$ cat src/rtl/irq_pend_pkg.sv
package irq_pend_pkg;

    localparam int unsigned DATA_W    = 32;
    localparam int unsigned GRP_BITS  = 2;
    localparam int unsigned IRQ_PER_GRP_WORD = DATA_W / GRP_BITS;

    // group assignment codes
    typedef enum logic [1:0] {
        GRP_G0    = 2'b00,
        GRP_NS_G1 = 2'b01,
        GRP_S_G1  = 2'b10,
        GRP_RSVD  = 2'b11
    } grp_e;

    // which part of the bank an address falls in
    typedef enum logic [1:0] {
        SPACE_PEND = 2'b00,
        SPACE_GRP  = 2'b01,
        SPACE_NONE = 2'b10
    } space_e;

    // only the non-secure group is reachable with a non-secure tag
    function automatic logic ns_may_touch(input logic [1:0] code);
        return grp_e'(code) == GRP_NS_G1;
    endfunction

    function automatic int unsigned idx_width(input int unsigned words);
        return (words > 1) ? $clog2(words) : 1;
    endfunction

endpackage

$ cat src/rtl/irq_grp_cfg.sv
module irq_grp_cfg
    import irq_pend_pkg::*;
#(
    parameter int unsigned NUM_IRQ = 64,
    localparam int unsigned GRP_WORDS = NUM_IRQ / IRQ_PER_GRP_WORD,
    localparam int unsigned GI_W = idx_width(GRP_WORDS)
) (
    input  logic                        clk,
    input  logic                        rst,
    input  logic                        wr_en,
    input  logic [GI_W-1:0]             wr_idx,
    input  logic [DATA_W-1:0]           wr_data,
    output logic [GRP_BITS*NUM_IRQ-1:0] grp_flat
);

    for (genvar g = 0; g < GRP_WORDS; g++) begin : g_word
        logic [DATA_W-1:0] word_q;

        always_ff @(posedge clk) begin
            if (rst) begin
                word_q <= '0;
            end else if (wr_en && (wr_idx == GI_W'(g))) begin
                word_q <= wr_data;
            end
        end

        assign grp_flat[g*DATA_W +: DATA_W] = word_q;
    end

endmodule

$ cat src/rtl/irq_pend_store.sv
module irq_pend_store
    import irq_pend_pkg::*;
#(
    parameter int unsigned NUM_IRQ = 64,
    localparam int unsigned PEND_WORDS = NUM_IRQ / DATA_W,
    localparam int unsigned PI_W = idx_width(PEND_WORDS)
) (
    input  logic                clk,
    input  logic                rst,
    input  logic [NUM_IRQ-1:0]  hw_set,
    input  logic                sw_en,
    input  logic [PI_W-1:0]     sw_idx,
    input  logic [DATA_W-1:0]   sw_mask,
    output logic [NUM_IRQ-1:0]  pend
);

    for (genvar w = 0; w < PEND_WORDS; w++) begin : g_word
        logic [DATA_W-1:0] word_q;
        logic [DATA_W-1:0] sw_bits;

        assign sw_bits = (sw_en && (sw_idx == PI_W'(w))) ? sw_mask : '0;

        // set-only storage: hardware and software sources merge by OR
        always_ff @(posedge clk) begin
            if (rst) begin
                word_q <= '0;
            end else begin
                word_q <= word_q | hw_set[w*DATA_W +: DATA_W] | sw_bits;
            end
        end

        assign pend[w*DATA_W +: DATA_W] = word_q;
    end

endmodule

$ cat src/rtl/irq_pend_view.sv
module irq_pend_view
    import irq_pend_pkg::*;
#(
    parameter int unsigned NUM_IRQ = 64
) (
    input  logic                        secure,
    input  logic [GRP_BITS*NUM_IRQ-1:0] grp_flat,
    output logic [NUM_IRQ-1:0]          access
);

    for (genvar i = 0; i < NUM_IRQ; i++) begin : g_irq
        assign access[i] = secure | ns_may_touch(grp_flat[i*GRP_BITS +: GRP_BITS]);
    end

endmodule

$ cat src/rtl/irq_pend_rsp.sv
module irq_pend_rsp
    import irq_pend_pkg::*;
#(
    parameter int unsigned NUM_IRQ = 64,
    localparam int unsigned PEND_WORDS = NUM_IRQ / DATA_W,
    localparam int unsigned GRP_WORDS  = NUM_IRQ / IRQ_PER_GRP_WORD,
    localparam int unsigned PI_W = idx_width(PEND_WORDS),
    localparam int unsigned GI_W = idx_width(GRP_WORDS)
) (
    input  logic                        clk,
    input  logic                        rst,
    input  logic                        rd_en,
    input  space_e                      space,
    input  logic                        secure,
    input  logic [PI_W-1:0]             pend_idx,
    input  logic [GI_W-1:0]             grp_idx,
    input  logic [NUM_IRQ-1:0]          pend,
    input  logic [NUM_IRQ-1:0]          access,
    input  logic [GRP_BITS*NUM_IRQ-1:0] grp_flat,
    output logic                        rsp_valid,
    output logic [DATA_W-1:0]           rsp_rdata
);

    logic [DATA_W-1:0] pend_word;
    logic [DATA_W-1:0] grp_word;
    logic [DATA_W-1:0] rd_word;

    always_comb begin
        pend_word = '0;
        for (int w = 0; w < int'(PEND_WORDS); w++) begin
            if (pend_idx == PI_W'(w)) begin
                pend_word = pend[w*DATA_W +: DATA_W] & access[w*DATA_W +: DATA_W];
            end
        end
    end

    always_comb begin
        grp_word = '0;
        for (int g = 0; g < int'(GRP_WORDS); g++) begin
            if (grp_idx == GI_W'(g)) begin
                grp_word = grp_flat[g*DATA_W +: DATA_W];
            end
        end
    end

    always_comb begin
        unique case (space)
            SPACE_PEND: rd_word = pend_word;
            SPACE_GRP:  rd_word = secure ? grp_word : '0;
            default:    rd_word = '0;
        endcase
    end

    always_ff @(posedge clk) begin
        if (rst) begin
            rsp_valid <= 1'b0;
            rsp_rdata <= '0;
        end else begin
            rsp_valid <= rd_en;
            rsp_rdata <= rd_en ? rd_word : '0;
        end
    end

endmodule

$ cat src/rtl/irq_pend_guard.sv
module irq_pend_guard
    import irq_pend_pkg::*;
#(
    parameter int unsigned NUM_IRQ = 64,
    parameter int unsigned ADDR_W  = 3,
    localparam int unsigned PEND_WORDS = NUM_IRQ / DATA_W,
    localparam int unsigned GRP_WORDS  = NUM_IRQ / IRQ_PER_GRP_WORD,
    localparam int unsigned PI_W = idx_width(PEND_WORDS),
    localparam int unsigned GI_W = idx_width(GRP_WORDS)
) (
    input  logic                clk,
    input  logic                rst,
    input  logic                req_valid,
    input  logic                req_write,
    input  logic                req_secure,
    input  logic [ADDR_W-1:0]   req_addr,
    input  logic [31:0]         req_wdata,
    input  logic [NUM_IRQ-1:0]  hw_set,
    output logic                rsp_valid,
    output logic [31:0]         rsp_rdata
);

    space_e                       space;
    logic [PI_W-1:0]              pend_idx;
    logic [GI_W-1:0]              grp_idx;
    logic [ADDR_W-1:0]            grp_off;
    logic [NUM_IRQ-1:0]           access;
    logic [NUM_IRQ-1:0]           pend_q;
    logic [GRP_BITS*NUM_IRQ-1:0]  grp_q;
    logic [DATA_W-1:0]            wr_access;
    logic                         pend_wr;
    logic                         grp_wr;
    logic                         rd_en;

    // address decode: pending words first, group words after them
    assign grp_off  = req_addr - ADDR_W'(PEND_WORDS);
    assign pend_idx = PI_W'(req_addr);
    assign grp_idx  = GI_W'(grp_off);

    always_comb begin
        if (req_addr < ADDR_W'(PEND_WORDS)) begin
            space = SPACE_PEND;
        end else if (req_addr < ADDR_W'(PEND_WORDS + GRP_WORDS)) begin
            space = SPACE_GRP;
        end else begin
            space = SPACE_NONE;
        end
    end

    assign rd_en   = req_valid && !req_write;
    assign pend_wr = req_valid && req_write && (space == SPACE_PEND);
    assign grp_wr  = req_valid && req_write && req_secure && (space == SPACE_GRP);

    irq_pend_view #(.NUM_IRQ(NUM_IRQ)) u_view (
        .secure   (req_secure),
        .grp_flat (grp_q),
        .access   (access)
    );

    always_comb begin
        wr_access = '0;
        for (int w = 0; w < int'(PEND_WORDS); w++) begin
            if (pend_idx == PI_W'(w)) begin
                wr_access = access[w*DATA_W +: DATA_W];
            end
        end
    end

    irq_grp_cfg #(.NUM_IRQ(NUM_IRQ)) u_grp (
        .clk      (clk),
        .rst      (rst),
        .wr_en    (grp_wr),
        .wr_idx   (grp_idx),
        .wr_data  (req_wdata),
        .grp_flat (grp_q)
    );

    irq_pend_store #(.NUM_IRQ(NUM_IRQ)) u_store (
        .clk     (clk),
        .rst     (rst),
        .hw_set  (hw_set),
        .sw_en   (pend_wr),
        .sw_idx  (pend_idx),
        .sw_mask (req_wdata & wr_access),
        .pend    (pend_q)
    );

    irq_pend_rsp #(.NUM_IRQ(NUM_IRQ)) u_rsp (
        .clk       (clk),
        .rst       (rst),
        .rd_en     (rd_en),
        .space     (space),
        .secure    (req_secure),
        .pend_idx  (pend_idx),
        .grp_idx   (grp_idx),
        .pend      (pend_q),
        .access    (access),
        .grp_flat  (grp_q),
        .rsp_valid (rsp_valid),
        .rsp_rdata (rsp_rdata)
    );

endmodule

$ cat config.mk
export PLATFORM = sky130hd
export DESIGN_NAME = irq_pend_guard
export DESIGN_NICKNAME = d
export VERILOG_FILES = /design/src/rtl/irq_pend_pkg.sv /design/src/rtl/irq_grp_cfg.sv /design/src/rtl/irq_pend_store.sv /design/src/rtl/irq_pend_view.sv /design/src/rtl/irq_pend_rsp.sv /design/src/rtl/irq_pend_guard.sv
export SDC_FILE = /design/constraint.sdc
export NUM_CORES = 1
export LEC_CHECK = 0
export BUFFER_PORTS_ARGS = -buffer_cell sky130_fd_sc_hd__buf_2
export CORE_MARGIN = 2
export CORE_UTILIZATION = 40
export DETAILED_ROUTE_END_ITERATION = 10
export PLACE_DENSITY = 0.69
export SLEW_MARGIN = 20
export SYNTH_ARGS = -nofsm -noshare
export SYNTH_HDL_FRONTEND = slang
export SYNTH_SLANG_ARGS = --single-unit
export TNS_END_PERCENT = 50
$ cat constraint.sdc
create_clock -name clk -period 2.4 [get_ports clk]
set_clock_uncertainty 0.15 [all_clocks]
set_input_delay 0.12 -clock clk [delete_from_list [all_inputs] [get_ports clk]]
set_output_delay 0.12 -clock clk [all_outputs]
set_load 0.05 [all_outputs]
# Word level (Yosys, flattened, before mapping)
# Index checks and enable logic that the tools add are counted.
# word_totals
regBits	225
input_bits	104
out_inout_bits	33
wordCells	179
# op_classes
add_sub_neg	1
order_cmp	2
eq_ne	68
muxes	12
n_bitwise	73
reduce_logical	15
# ops
op	n
$mux 32	9
$eq 2x1->1 const B	66
$or 32x32->32	4
$and 32x32->32	3
$or 1x1->1	64
$pmux 32 s2	1
$logic_and 1x1->1	11
$eq 2x2->1 const B	2
$logic_not 2->1	2
$mux 2	2
$lt 3x2->1 const B	1
$lt 3x3->1 const B	1
$not 1->1	2
$reduce_or 2->1	1
$sub 2x2->2 const B	1
$logic_not 1->1	1

# Longest topological paths before layout
# logic_depth
ltp_word	8
ltp_mapped	10
ltp_nobuf	6

# Modules after synthesis
# A second synthesis with hierarchy kept.
# unflattened
hier_cells	1127
area_unflattened_um2	11148.2
# modules_own_cells
mod	n_inst	cells_per_inst	area_per_inst_um2	seq_area_each_um2
irq_grp_cfg	1	454	5063.6	2562.5
irq_pend_store	1	245	2378.5	1281.2
irq_pend_rsp	1	218	2260.9	660.6
irq_pend_view	1	135	799.5	0.0
irq_pend_guard	1	75	645.6	0.0

# Least setup slack after synthesis
# Ideal clock, no wire load.
# synth_path
path_type	input-to-reg
start	input req_addr[1]
end	register u_store.g_word[1].word_q[31]
setup_time_ps	128
arrival_time_ps	1525
required_time_ps	2122
setup_slack_ps	597
path_stages	10
path_buffers	4
cell_sequence	buf_4 -> inv_2 -> ha_1 -> and2_1 -> clkbuf_2 -> and3_1 -> buf_6 -> buf_6 -> a311oi_1 -> nor2_1
# synth_between
elab_chain_cells	8
elab_cells_between_ends	9
classes_between	2 x order compare; 3 x mux; 1 x bitwise; 3 x reduce/logical
# synth_lines
item	line_no	source
start, declared	irq_pend_guard.sv:16	input logic [ADDR_W-1:0] req_addr,
$lt 3x3->1	irq_pend_guard.sv:43	end else if (req_addr < ADDR_W'(PEND_WORDS + GRP_WORDS)) begin
$mux 2	irq_pend_guard.sv:43	
$mux 2 (*)	irq_pend_guard.sv:41	if (req_addr < ADDR_W'(PEND_WORDS)) begin
$logic_not 2->1 (*)	irq_pend_guard.sv:51	assign pend_wr = req_valid && req_write && (space == SPACE_PEND);
$logic_and 1x1->1 (*)	irq_pend_guard.sv:51	
$logic_and 1x1->1 (*)	irq_pend_store.sv:21	assign sw_bits = (sw_en && (sw_idx == PI_W'(w))) ? sw_mask : '0;
$mux 32 (*)	irq_pend_store.sv:21	
$or 32x32->32 (*)	irq_pend_store.sv:28	word_q <= word_q | hw_set[w*DATA_W +: DATA_W] | sw_bits;
end signal, assigned	irq_pend_store.sv:28	
end, declared	irq_pend_store.sv:18	logic [DATA_W-1:0] word_q;
# Mark *: on every way between the ends. The rest lies on a longest branch, timed or not.
# A chain may end at the register's enable or synchronous reset.

# Worst setup path after layout
# layout_path
start	register u_grp.g_word[3].word_q[31]
end	register u_store.g_word[1].word_q[31]
# layout_between
elab_chain_cells	6
# layout_lines
item	line_no	source
start, declared	irq_grp_cfg.sv:17	logic [DATA_W-1:0] word_q;
start signal, assigned	irq_grp_cfg.sv:23	word_q <= wr_data;
$eq 2x1->1	irq_pend_pkg.sv:24	return grp_e'(code) == GRP_NS_G1;
$or 1x1->1	irq_pend_view.sv:12	assign access[i] = secure | ns_may_touch(grp_flat[i*GRP_BITS +: GRP_BITS]);
$mux 32	irq_pend_guard.sv:63	if (pend_idx == PI_W'(w)) begin
$and 32x32->32	irq_pend_guard.sv:84	.sw_mask (req_wdata & wr_access),
$mux 32	irq_pend_store.sv:21	
$or 32x32->32	irq_pend_store.sv:28	
# No other way between the ends.

==> metrics.txt <==
CP peak stage delay just over 0.6 ns; via count around 10000; Sw Share 0.237; CTS tree yes; drt total wl roughly 36000 um; nets@finish roughly 1500; routed vias/inst ~5.7; Post-synth EDFFs 0; Worst R2R Setup Slack around 0.034 ns; Die ar. 26400 sq um; H-tree depth 1; P_sw roughly 2.0 mW; minimum clock period roughly 2.4 ns; delay-heaviest family, CP buffers and inverters; pin slew with the least headroom to its limit ~0.95 ns; area delta synth->final 33.4%; count leader, synth nand2_1; PnR worst setup slack 0.0344 ns; GRT Util Overall 0.261; # port buffers 136; DRC viols 0; Post-CTS Setup Inserts 0; flops & latches, synth ~230; cell area after synthesis ~10000 sq um; Hold Fails Final Rpt 0; Num CTS Buffers 25; FFs w/ async S/R, synth 0; Synthesized Nets 1251; x dimension of the die 162 um; Worst VDD drop roughly 0.00050 V; depth of the worst register-to-register path 6; highest clock rate between 400 and 500 MHz; Syn Area/Cell approximately 8.8 sq um; worst r2r src u_grp.g_word[3].word_q[31]; GP Congestion around 0.84; Arr. time, crit path roughly 2.6 ns; gr ovfl total 0; ranking of synthesized cells by area dfxtp_1 (45%), nand2_1 (9.8%), a21oi_1 (9.3%); kind of critical path register to register; Post-Synthesis Cells 1145; Hold Path Stages 4; Setup WS pre-CTS between 0.3 and 0.4 ns; Clock transition at path regs 0.06 ns; violation count after the first detailed-route iteration 1125; FP Rows between 50 and 60; Wirelength per Cell approximately 20 um; Clock Path Buffers 3; Synth top cells by count nand2_1 (261), dfxtp_1 (225), a21oi_1 (187); Seq pwr share 0.455; Die Span Y about 160 um; Final Slew Violations 0; RR Endpoint u_store.g_word[1].word_q[31]; cell internal pwr between 6 and 7 mW; Routed Antenna Nets 0; Top FF cell, synth dfxtp_1; CP startpoint kind register; Crit-path slowest cell dlygate4sd3_1; hold crit path type input pin to register; Pleak between 5 and 6 nW; first-pass GRT wire length about 54000 um; worst endpoint required time around 2.7 ns; Final setup viols 0; Max-slew headroom 0.365; clock share of power 0.446; Starting Density 0.410; crit end category register; CTS sink cnt around 230; core area approximately 24000 sq um; Crit path top cell by count dlygate4sd3_1; initial antenna violation count 0; final period utilization 0.986; clk_lat worst skew approximately 0.52 ns; Crit Path Max Fanout 3; run status finished, final reports clean; share of layout cells above drive strength 1 0.175; hold_sp req_addr[2]; Gate power share 0.099; Pwr per Cell Area ~640 nW/um^2; Yosys cell types 35; largest area contributor in the netlist dfxtp_1; Worst Setup SP u_grp.g_word[3].word_q[31]; vias in the first global route roughly 10000; number of diodes 0; largest net degree at the start of global routing between 150 and 200; Hold Path End u_rsp.rsp_rdata[2]; Yosys Warn Count 0; Root Driver clkbuf_16; Pwr Total 8.56 mW; ordered cell list for the critical path inv_1 -> a21o_1 -> a311oi_2 -> dlygate4sd3_1 -> nor2_1 -> dlygate4sd3_1; Detailed Routing Iterations Pass 1 5; I/O pin cnt roughly 140; post-synthesis sequential area ratio 0.449; crit path buf inv count 3; Max Cap Viol 0; dpl hpwl approximately 21000 um; share of the synthesized area in the top cell type 0.449
==> cell families (layout without fill, tap and decap cells) <==
family                   after synthesis  after routing  synth area share
AND/OR/NAND/NOR                      433            434             0.194
AO/OA/AOI/OAI                        351            351             0.223
flip-flops                           225            225             0.449
buffers and inverters                102            381            0.0594
multiplexers                          32             32            0.0718
adder cells (fa/ha/maj)                2              2           0.00249
==> power groups by stage <==
| stage | clock [mW] | combinational, mW | sequential (mW) |
|---|---|---|---|
| floorplan | 0 | 0.322 | 3.97 |
| global placement | 0 | 0.564 | 3.97 |
| detailed placement | 0 | 0.571 | 3.97 |
| CTS | 3.85 | 0.810 | 3.89 |
| global route | 4.00 | 0.906 | 3.90 |
| finish | 3.81 | 0.849 | 3.89 |
==> state kept, by name, indices dropped and copies added (netlist names) <==
| register | cells |
|---|---|
| u_grp.g_word.word_q | 128 |
| u_store.g_word.word_q | 64 |
| u_rsp.rsp_rdata | 32 |
| u_rsp.rsp_valid | 1 |
==> per-stage QoR <==
stage	setup TNS (ns)	utilization	hold slack, ns	area, sq um	std cells
CTS	0	0.545	0.0456	13300	1748
detailed placement	0	0.443	0.185	10800	1540
floorplan	0	-	0.0589	10000	1145
finish	0	0.547	0.0426	13400	1749
global route	-0.0407	0.547	0.0519	13400	1749
global placement	0	0.443	0.184	10800	1540
==> worst max path at each step <==
stage                     slack [ns]                           end  cells after the start
after floorplan                 0.60  u_store.g_word[1].word_q[31]                     10
after CTS                       0.04  u_store.g_word[1].word_q[29]                     10
after global placement          0.41    u_grp.g_word[0].word_q[21]                      8
final                           0.03  u_store.g_word[1].word_q[31]                      6
after detailed placement        0.37    u_grp.g_word[0].word_q[27]                      8
after global routing           -0.04  u_store.g_word[1].word_q[31]                     10
==> tightest hold or removal path, stage by stage <==
cell and delay, ns:
buf_2 0.10, ha_1 0.15, nor4b_1 0.06, a32o_1 0.24
==> placed cells by master (no fill, tap or decap), drive strengths merged <==
cell type | synthesis | layout
nand2 | 261 | 261
dfxtp | 225 | 225
a21oi | 187 | 187
dlygate4sd3 | 0 | 167
buf | 55 | 167
nor2 | 64 | 64
nor2b | 62 | 62
o211ai | 56 | 56
clkbuf | 41 | 34
mux4 | 32 | 32
a311oi | 32 | 32
o311ai | 31 | 31
a21o | 31 | 31
nand2b | 29 | 29
inv | 6 | 6
and3 | 5 | 5
o21ai | 5 | 5
o211a | 4 | 4
a31oi | 4 | 4
clkinv | 0 | 4
nand3 | 2 | 2
nor3 | 2 | 2
or3 | 2 | 2
ha | 2 | 2
bufinv | 0 | 2
and2b | 1 | 2
nor3b | 1 | 1
and2 | 1 | 1
nor4b | 1 | 1
and4 | 1 | 1
nand4 | 1 | 1
a32o | 1 | 1
clkinvlp | 0 | 1
==> layer usage <==
metal | share of wire | track usage | up-vias
li1 | - | - | 4573
met1 | 0.40 | 0.340 | 4807
met2 | 0.47 | 0.431 | 532
met3 | 0.099 | 0.0438 | 86
met4 | 0.038 | 0.109 | 0
met5 | 0 | 0 | -
==> final cells by class <==
class,count,area (sq um)
fillers,2131,11100
repair buffers,335,2680
clock buffers,33,716
inverters,6,22.5
flip-flops and latches,225,4500
multi-input cells,819,4970
clock inverters,7,87.6
well taps,324,405
==> timing repair <==
action	in CTS	in global routing
gates resized for setup	0	10
setup endpoints to repair	0	6
hold buffers	168	0
hold endpoints to repair	194	0
Note: power is estimated with default switching activity, not from simulation.
